<file path="src/rtl/sem_pkg.sv">
package sem_pkg;

   // Who currently holds a flag
   typedef enum logic [1:0] {
      OWN_NONE  = 2'd0,
      OWN_LEFT  = 2'd1,
      OWN_RIGHT = 2'd2
   } sem_owner_e;

endpackage

</file>
<file path="src/rtl/sem_port_dec.sv">
// Per-port decode: turns one port's controls into per-flag request and
// release strobes plus a read-active indication.
module sem_port_dec #(
   parameter int NUM_FLAGS = 8,
   localparam int IDX_W    = $clog2(NUM_FLAGS)
) (
   input  logic                 sel,
   input  logic                 we,
   input  logic                 oe,
   input  logic [IDX_W-1:0]     idx,
   input  logic                 wbit,
   output logic [NUM_FLAGS-1:0] req_stb,
   output logic [NUM_FLAGS-1:0] rel_stb,
   output logic                 rd_act
);

   logic wr_act;

   assign wr_act = sel & we;
   assign rd_act = sel & oe & ~we;

   for (genvar g = 0; g < NUM_FLAGS; g++) begin : g_flag
      logic hit;
      assign hit        = wr_act && (idx == IDX_W'(g));
      assign req_stb[g] = hit & ~wbit;
      assign rel_stb[g] = hit &  wbit;
   end

endmodule

</file>
<file path="src/rtl/sem_flag_cell.sv">
// One semaphore flag: a request latch per side plus the owner register.
module sem_flag_cell
   import sem_pkg::*;
(
   input  logic clk,
   input  logic rst_n,
   input  logic l_req,
   input  logic l_rel,
   input  logic r_req,
   input  logic r_rel,
   output logic held_l,
   output logic held_r,
   output logic want_l,
   output logic want_r
);

   logic       want_l_q, want_r_q;
   logic       want_l_nx, want_r_nx;
   sem_owner_e owner_q, owner_nx;

   // Request latch update: a 0 write sets the request, a 1 write clears it
   always_comb begin
      want_l_nx = want_l_q;
      if (l_req)      want_l_nx = 1'b1;
      else if (l_rel) want_l_nx = 1'b0;
      want_r_nx = want_r_q;
      if (r_req)      want_r_nx = 1'b1;
      else if (r_rel) want_r_nx = 1'b0;
   end

   // Ownership: the left side wins a tie on a free flag, a release hands
   // the flag to a pending request on the other side on the same edge
   always_comb begin
      owner_nx = owner_q;
      unique case (owner_q)
         OWN_NONE: begin
            if (want_l_nx)      owner_nx = OWN_LEFT;
            else if (want_r_nx) owner_nx = OWN_RIGHT;
         end
         OWN_LEFT: begin
            if (!want_l_nx) owner_nx = want_r_nx ? OWN_RIGHT : OWN_NONE;
         end
         OWN_RIGHT: begin
            if (!want_r_nx) owner_nx = want_l_nx ? OWN_LEFT : OWN_NONE;
         end
         default: owner_nx = OWN_NONE;
      endcase
   end

   always_ff @(posedge clk) begin
      if (!rst_n) begin
         want_l_q <= 1'b0;
         want_r_q <= 1'b0;
         owner_q  <= OWN_NONE;
      end else begin
         want_l_q <= want_l_nx;
         want_r_q <= want_r_nx;
         owner_q  <= owner_nx;
      end
   end

   assign held_l = (owner_q == OWN_LEFT);
   assign held_r = (owner_q == OWN_RIGHT);
   assign want_l = want_l_q;
   assign want_r = want_r_q;

endmodule

</file>
<file path="src/rtl/sem_read_latch.sv">
// Per-port read register: captures the flag on the first edge of a read
// and holds it until the read ends.
module sem_read_latch #(
   parameter int DATA_W = 8
) (
   input  logic              clk,
   input  logic              rst_n,
   input  logic              rd_act,
   input  logic              flag_bit,
   output logic [DATA_W-1:0] rdata
);

   logic              rd_q;
   logic [DATA_W-1:0] rdata_q;

   always_ff @(posedge clk) begin
      if (!rst_n) begin
         rd_q    <= 1'b0;
         rdata_q <= '1;
      end else begin
         rd_q <= rd_act;
         if (rd_act && !rd_q)
            rdata_q <= {DATA_W{flag_bit}};
      end
   end

   assign rdata = rdata_q;

endmodule

</file>
<file path="src/rtl/sem_flag_bank.sv">
// Two-port bank of binary semaphore flags.
module sem_flag_bank #(
   parameter int NUM_FLAGS = 8,
   parameter int ADDR_W    = 15,
   parameter int DATA_W    = 8
) (
   input  logic              clk,
   input  logic              rst_n,
   input  logic              l_sel,
   input  logic              l_we,
   input  logic              l_oe,
   input  logic [ADDR_W-1:0] l_addr,
   input  logic [DATA_W-1:0] l_wdata,
   output logic [DATA_W-1:0] l_rdata,
   input  logic              r_sel,
   input  logic              r_we,
   input  logic              r_oe,
   input  logic [ADDR_W-1:0] r_addr,
   input  logic [DATA_W-1:0] r_wdata,
   output logic [DATA_W-1:0] r_rdata
);

   localparam int IDX_W = $clog2(NUM_FLAGS);

   // Elaboration-time parameter checks
   if (NUM_FLAGS < 2 || (1 << IDX_W) != NUM_FLAGS) begin : g_bad_flags
      $error("NUM_FLAGS must be a power of two, at least 2");
   end
   if (ADDR_W < IDX_W) begin : g_bad_addr
      $error("ADDR_W must cover the flag index");
   end
   if (DATA_W < 1) begin : g_bad_data
      $error("DATA_W must be at least 1");
   end

   logic [IDX_W-1:0]     l_idx, r_idx;
   logic [NUM_FLAGS-1:0] l_req_v, l_rel_v, r_req_v, r_rel_v;
   logic                 l_rd_act, r_rd_act;
   logic [NUM_FLAGS-1:0] held_l_vec, held_r_vec, want_l_vec, want_r_vec;
   logic                 l_flag, r_flag;

   assign l_idx = l_addr[IDX_W-1:0];
   assign r_idx = r_addr[IDX_W-1:0];

   sem_port_dec #(.NUM_FLAGS(NUM_FLAGS)) u_dec_l (
      .sel     (l_sel),
      .we      (l_we),
      .oe      (l_oe),
      .idx     (l_idx),
      .wbit    (l_wdata[0]),
      .req_stb (l_req_v),
      .rel_stb (l_rel_v),
      .rd_act  (l_rd_act)
   );

   sem_port_dec #(.NUM_FLAGS(NUM_FLAGS)) u_dec_r (
      .sel     (r_sel),
      .we      (r_we),
      .oe      (r_oe),
      .idx     (r_idx),
      .wbit    (r_wdata[0]),
      .req_stb (r_req_v),
      .rel_stb (r_rel_v),
      .rd_act  (r_rd_act)
   );

   for (genvar g = 0; g < NUM_FLAGS; g++) begin : g_cell
      sem_flag_cell u_cell (
         .clk    (clk),
         .rst_n  (rst_n),
         .l_req  (l_req_v[g]),
         .l_rel  (l_rel_v[g]),
         .r_req  (r_req_v[g]),
         .r_rel  (r_rel_v[g]),
         .held_l (held_l_vec[g]),
         .held_r (held_r_vec[g]),
         .want_l (want_l_vec[g]),
         .want_r (want_r_vec[g])
      );
   end

   // Flag value seen by a side: 0 when that side holds it
   assign l_flag = ~held_l_vec[l_idx];
   assign r_flag = ~held_r_vec[r_idx];

   sem_read_latch #(.DATA_W(DATA_W)) u_rd_l (
      .clk      (clk),
      .rst_n    (rst_n),
      .rd_act   (l_rd_act),
      .flag_bit (l_flag),
      .rdata    (l_rdata)
   );

   sem_read_latch #(.DATA_W(DATA_W)) u_rd_r (
      .clk      (clk),
      .rst_n    (rst_n),
      .rd_act   (r_rd_act),
      .flag_bit (r_flag),
      .rdata    (r_rdata)
   );

endmodule

</file>
<file path="config.mk">
export PLATFORM = sky130hd
export DESIGN_NAME = sem_flag_bank
export DESIGN_NICKNAME = d
export VERILOG_FILES = /design/src/rtl/sem_pkg.sv /design/src/rtl/sem_port_dec.sv /design/src/rtl/sem_flag_cell.sv /design/src/rtl/sem_read_latch.sv /design/src/rtl/sem_flag_bank.sv
export SDC_FILE = /design/constraint.sdc
export NUM_CORES = 1
export LEC_CHECK = 0
export BUFFER_PORTS_ARGS = -buffer_cell sky130_fd_sc_hd__buf_2
export CELL_PAD_IN_SITES_DETAIL_PLACEMENT = 0
export CELL_PAD_IN_SITES_GLOBAL_PLACEMENT = 2
export CORE_MARGIN = 1
export CORE_UTILIZATION = 30
export DETAILED_ROUTE_END_ITERATION = 8
export PLACE_DENSITY_LB_ADDON = 0.15
export SYNTH_ARGS = -nofsm -noshare
export SYNTH_HDL_FRONTEND = slang
export SYNTH_SLANG_ARGS = --single-unit
</file>
<file path="constraint.sdc">
create_clock -name clk -period 2.4 [get_ports clk]
set_input_delay 0.48 -clock clk [delete_from_list [all_inputs] [get_ports clk]]
set_output_delay 0.48 -clock clk [all_outputs]
set_load 0.005 [all_outputs]
</file>
==> results.md <==
- Status: finished clean
- Worst hold path class: input port to flop
- Cells after Synth: 203
- Hold path start: l_we
- Critical path class: input port to flop
- Die ar.: 0.00649 mm²
- Synth top area share: 0.389
- Sequential share of the synthesized area: 0.389
- Post_cts resized: 0
- Reg2reg setup slack: ~1.1 ns
- Pwr Total: between 1 and 1.5 mW
- Placer Congestion: 0.710
- DR iter-0 viols: between 40 and 50
- Worst-path fanout max: 8
- Total track usage: 0.156
- Top cells by area, synth: dfxtp_1 (39%), o31ai_1 (6.5%), buf_4 (5.7%)
- Hold_buf cts: 0
- Vias per cell: around 5.1
- Final hold viol count: 0
- CTS tree: yes
- Nets: between 200 and 300
- Tmin final: around 1.4 ns
- Distinct cell type count after synthesis: 35
- Root Driver: clkbuf_8
- Initial Utilization: 0.313
- Post-route DRC violation count: 0
- Routed via count: 1489
- Port buffer count: 31
- Leakage: 0.882 nW
- Dominant cell type by area after synthesis: dfxtp_1
- RSZ-0062 raised after global routing: false
- Largest net degree at the start of global routing: 38
- VDD IR-drop max: 0.000322 V
- Post-CTS Setup Inserts: 0
- Grt met2 use: 0.254
- Initial antenna violation count: 0
- WL/cell: between 15 and 20 µm
- # rows: 28
- Pre-CTS setup slack: approximately 0.68 ns
- Most frequent cells in the layout: dfxtp_1 (36), buf_2 (31), and2_1 (16), o31ai_1 (16), and3_1 (15)
- Clk_skew: approximately 0.0044 ns
- R2R Path Start: g_cell[0].u_cell.owner_q[0]$_SDFFE_PN0P_
- Commonest non-fill, non-tap cell in the layout: dfxtp_1
- Synth Warn #: 0
- Proportion of layout cells with a drive suffix above 1: 0.201
- Critical Path Sink Type: flop
- Clk slew on worst S/H paths: about 0.08 ns
- Slowest CP cell: or3_1
- Ant. Diodes: 0
- First-pass GRT wire length: ~7400 µm
- Setup WS post-layout: between 0.9 and 1 ns
- Area grow syn2layout: 11.6%
- Worst-path cell chain: buf_2, nand3b_4, or3_1, o21a_1, o2111a_1
- Die Span X: slightly above 80 µm
- Synth Cell Area: roughly 0.0019 mm²
- DRT antenna net count: 0
- I/O Pins: 70
- Crit path from: l_addr[2]
- Vias in the first global route: ~1.5k
- CTS HTree Levels: 2
- Clock latency on the worst-skew pair: approximately 0.29 ns
- CP required: between 2 and 3 ns
- Final worst path period share: 0.586
- Fillers: around 600
- Clock sinks: 36
- Detailed-route wire length: 4500 µm
- Average size of a mapped cell: 9.12 µm²
- Core ar.: between 0.005 and 0.006 mm²
- Grt ovf: 0
- DP Cell Count: 286
- CP Launch Type: input port
- DP Wirelength: around 3300 µm
- Non-filler cells, final: about 300
- Mapped Nets: between 200 and 300
- Clock tree buffer depth: 2
- Utilization after layout: 0.349
- Met1 GRT Util: 0.197
- Drt pass-1 iters: 2
- Arrival time of the worst setup path: about 1.6 ns
- Sum Neg Setup Slack: 0 ns
- Die Y: 80.6 µm
- Max cap viols: 0
- Yosys reg bits: 36
- Routing usage on met3: 0.0375
- Slew headroom: 0.643
- Final max-slew violation count: 0
- Busiest grt layer: met2
- CP peak stage delay: ~0.35 ns
- PwrDens: between 600 and 700 mW/mm²
- CTS Buf Count: 5
- Final setup vio count: 0
- Least-Margin Pin Slew: about 0.54 ns
- FMAX: around 710 MHz
## cell families (layout without fill, tap and decap cells)
family | after synthesis | in the layout | synth area share
AO/OA/AOI/OAI | 43 | 43 | 0.178
buffers and inverters | 27 | 43 | 0.0865
flip-flops | 36 | 36 | 0.389
multiplexers | 2 | 2 | 0.0176
AND/OR/NAND/NOR | 95 | 95 | 0.329
## power breakdown
part / internal [mW] / leakage [nW] / switching (mW)
Sequential: 0.606 / 0.291 / 0.00592
Combinational: 0.0400 / 0.537 / 0.0676
Clock: 0.307 / 0.0541 / 0.229
## worst paths after layout
kind	end	cells after the start
worst min register to register	g_cell[3].u_cell.owner_q[0]$_SDFFE_PN0P_	2
worst min-delay path	u_rd_l.rd_q$_SDFF_PN0_	2
worst max register to register	u_rd_r.rdata[0]$_SDFFE_PN1P_	4
worst max-delay path	g_cell[0].u_cell.owner_q[1]$_SDFFE_PN0P_	5
## per-layer routing
metal | wire length [µm] | up-vias
met5 | 0 | -
met4 | 70 | 0
met3 | 133 | 6
met2 | 2060 | 24
met1 | 2230 | 708
li1 | - | 751
## area by class of cell
class / count / area, µm² / area share
multi-input combinational: 140 / 971 / 0.470
tap: 75 / 93.8 / 0.0454
clock inverter: 3 / 42.5 / 0.0206
sequential: 36 / 721 / 0.349
clock buffer: 5 / 68.8 / 0.0333
inverter: 4 / 15.0 / 0.00726
timing repair buffer: 31 / 155 / 0.0751
## synth_stat cells, drive strengths merged
| library cell | n |
|---|---|
| nor4 | 4 |
| or2 | 15 |
| nand3b | 3 |
| o21a | 13 |
| and3 | 15 |
| dfxtp | 36 |
| a41oi | 1 |
| nand2 | 7 |
| nor3b | 5 |
| o311a | 1 |
| mux2i | 1 |
| o21ai | 2 |
| or3 | 2 |
| o31a | 3 |
| o311ai | 2 |
| nand3 | 2 |
| and3b | 1 |
| o31ai | 16 |
| and2 | 16 |
| or4b | 1 |
| a211o | 1 |
| a311oi | 1 |
| buf | 20 |
| nand2b | 11 |
| a21oi | 2 |
| inv | 4 |
| o2111a | 1 |
| nor3 | 13 |
| clkbuf | 3 |
| mux4 | 1 |
## state kept, by name, summed over array words and instances (netlist names)
signal                 flops
g_cell.u_cell.want_l       8
u_rd_r.rd_q                1
u_rd_l.rdata               1
u_rd_l.rd_q                1
g_cell.u_cell.owner_q     16
g_cell.u_cell.want_r       8
u_rd_r.rdata               1
## metrics by stage
step                      instance area [µm²]  hold slack (ns)
after floorplan                          1850            0.523
after global placement                   1960            0.541
after detailed placement                 1960            0.556
after CTS                                2070            0.417
after global routing                     2070            0.432
final                                    2070            0.429
## critical path, delay by kind of cell
kind,cells,cell delay (ns)
AOI/OAI and AO/OA,2,0.40
buffers and inverters,1,0.13
and+or+nand+nor,2,0.57
Note: power is estimated with default switching activity, not from simulation.
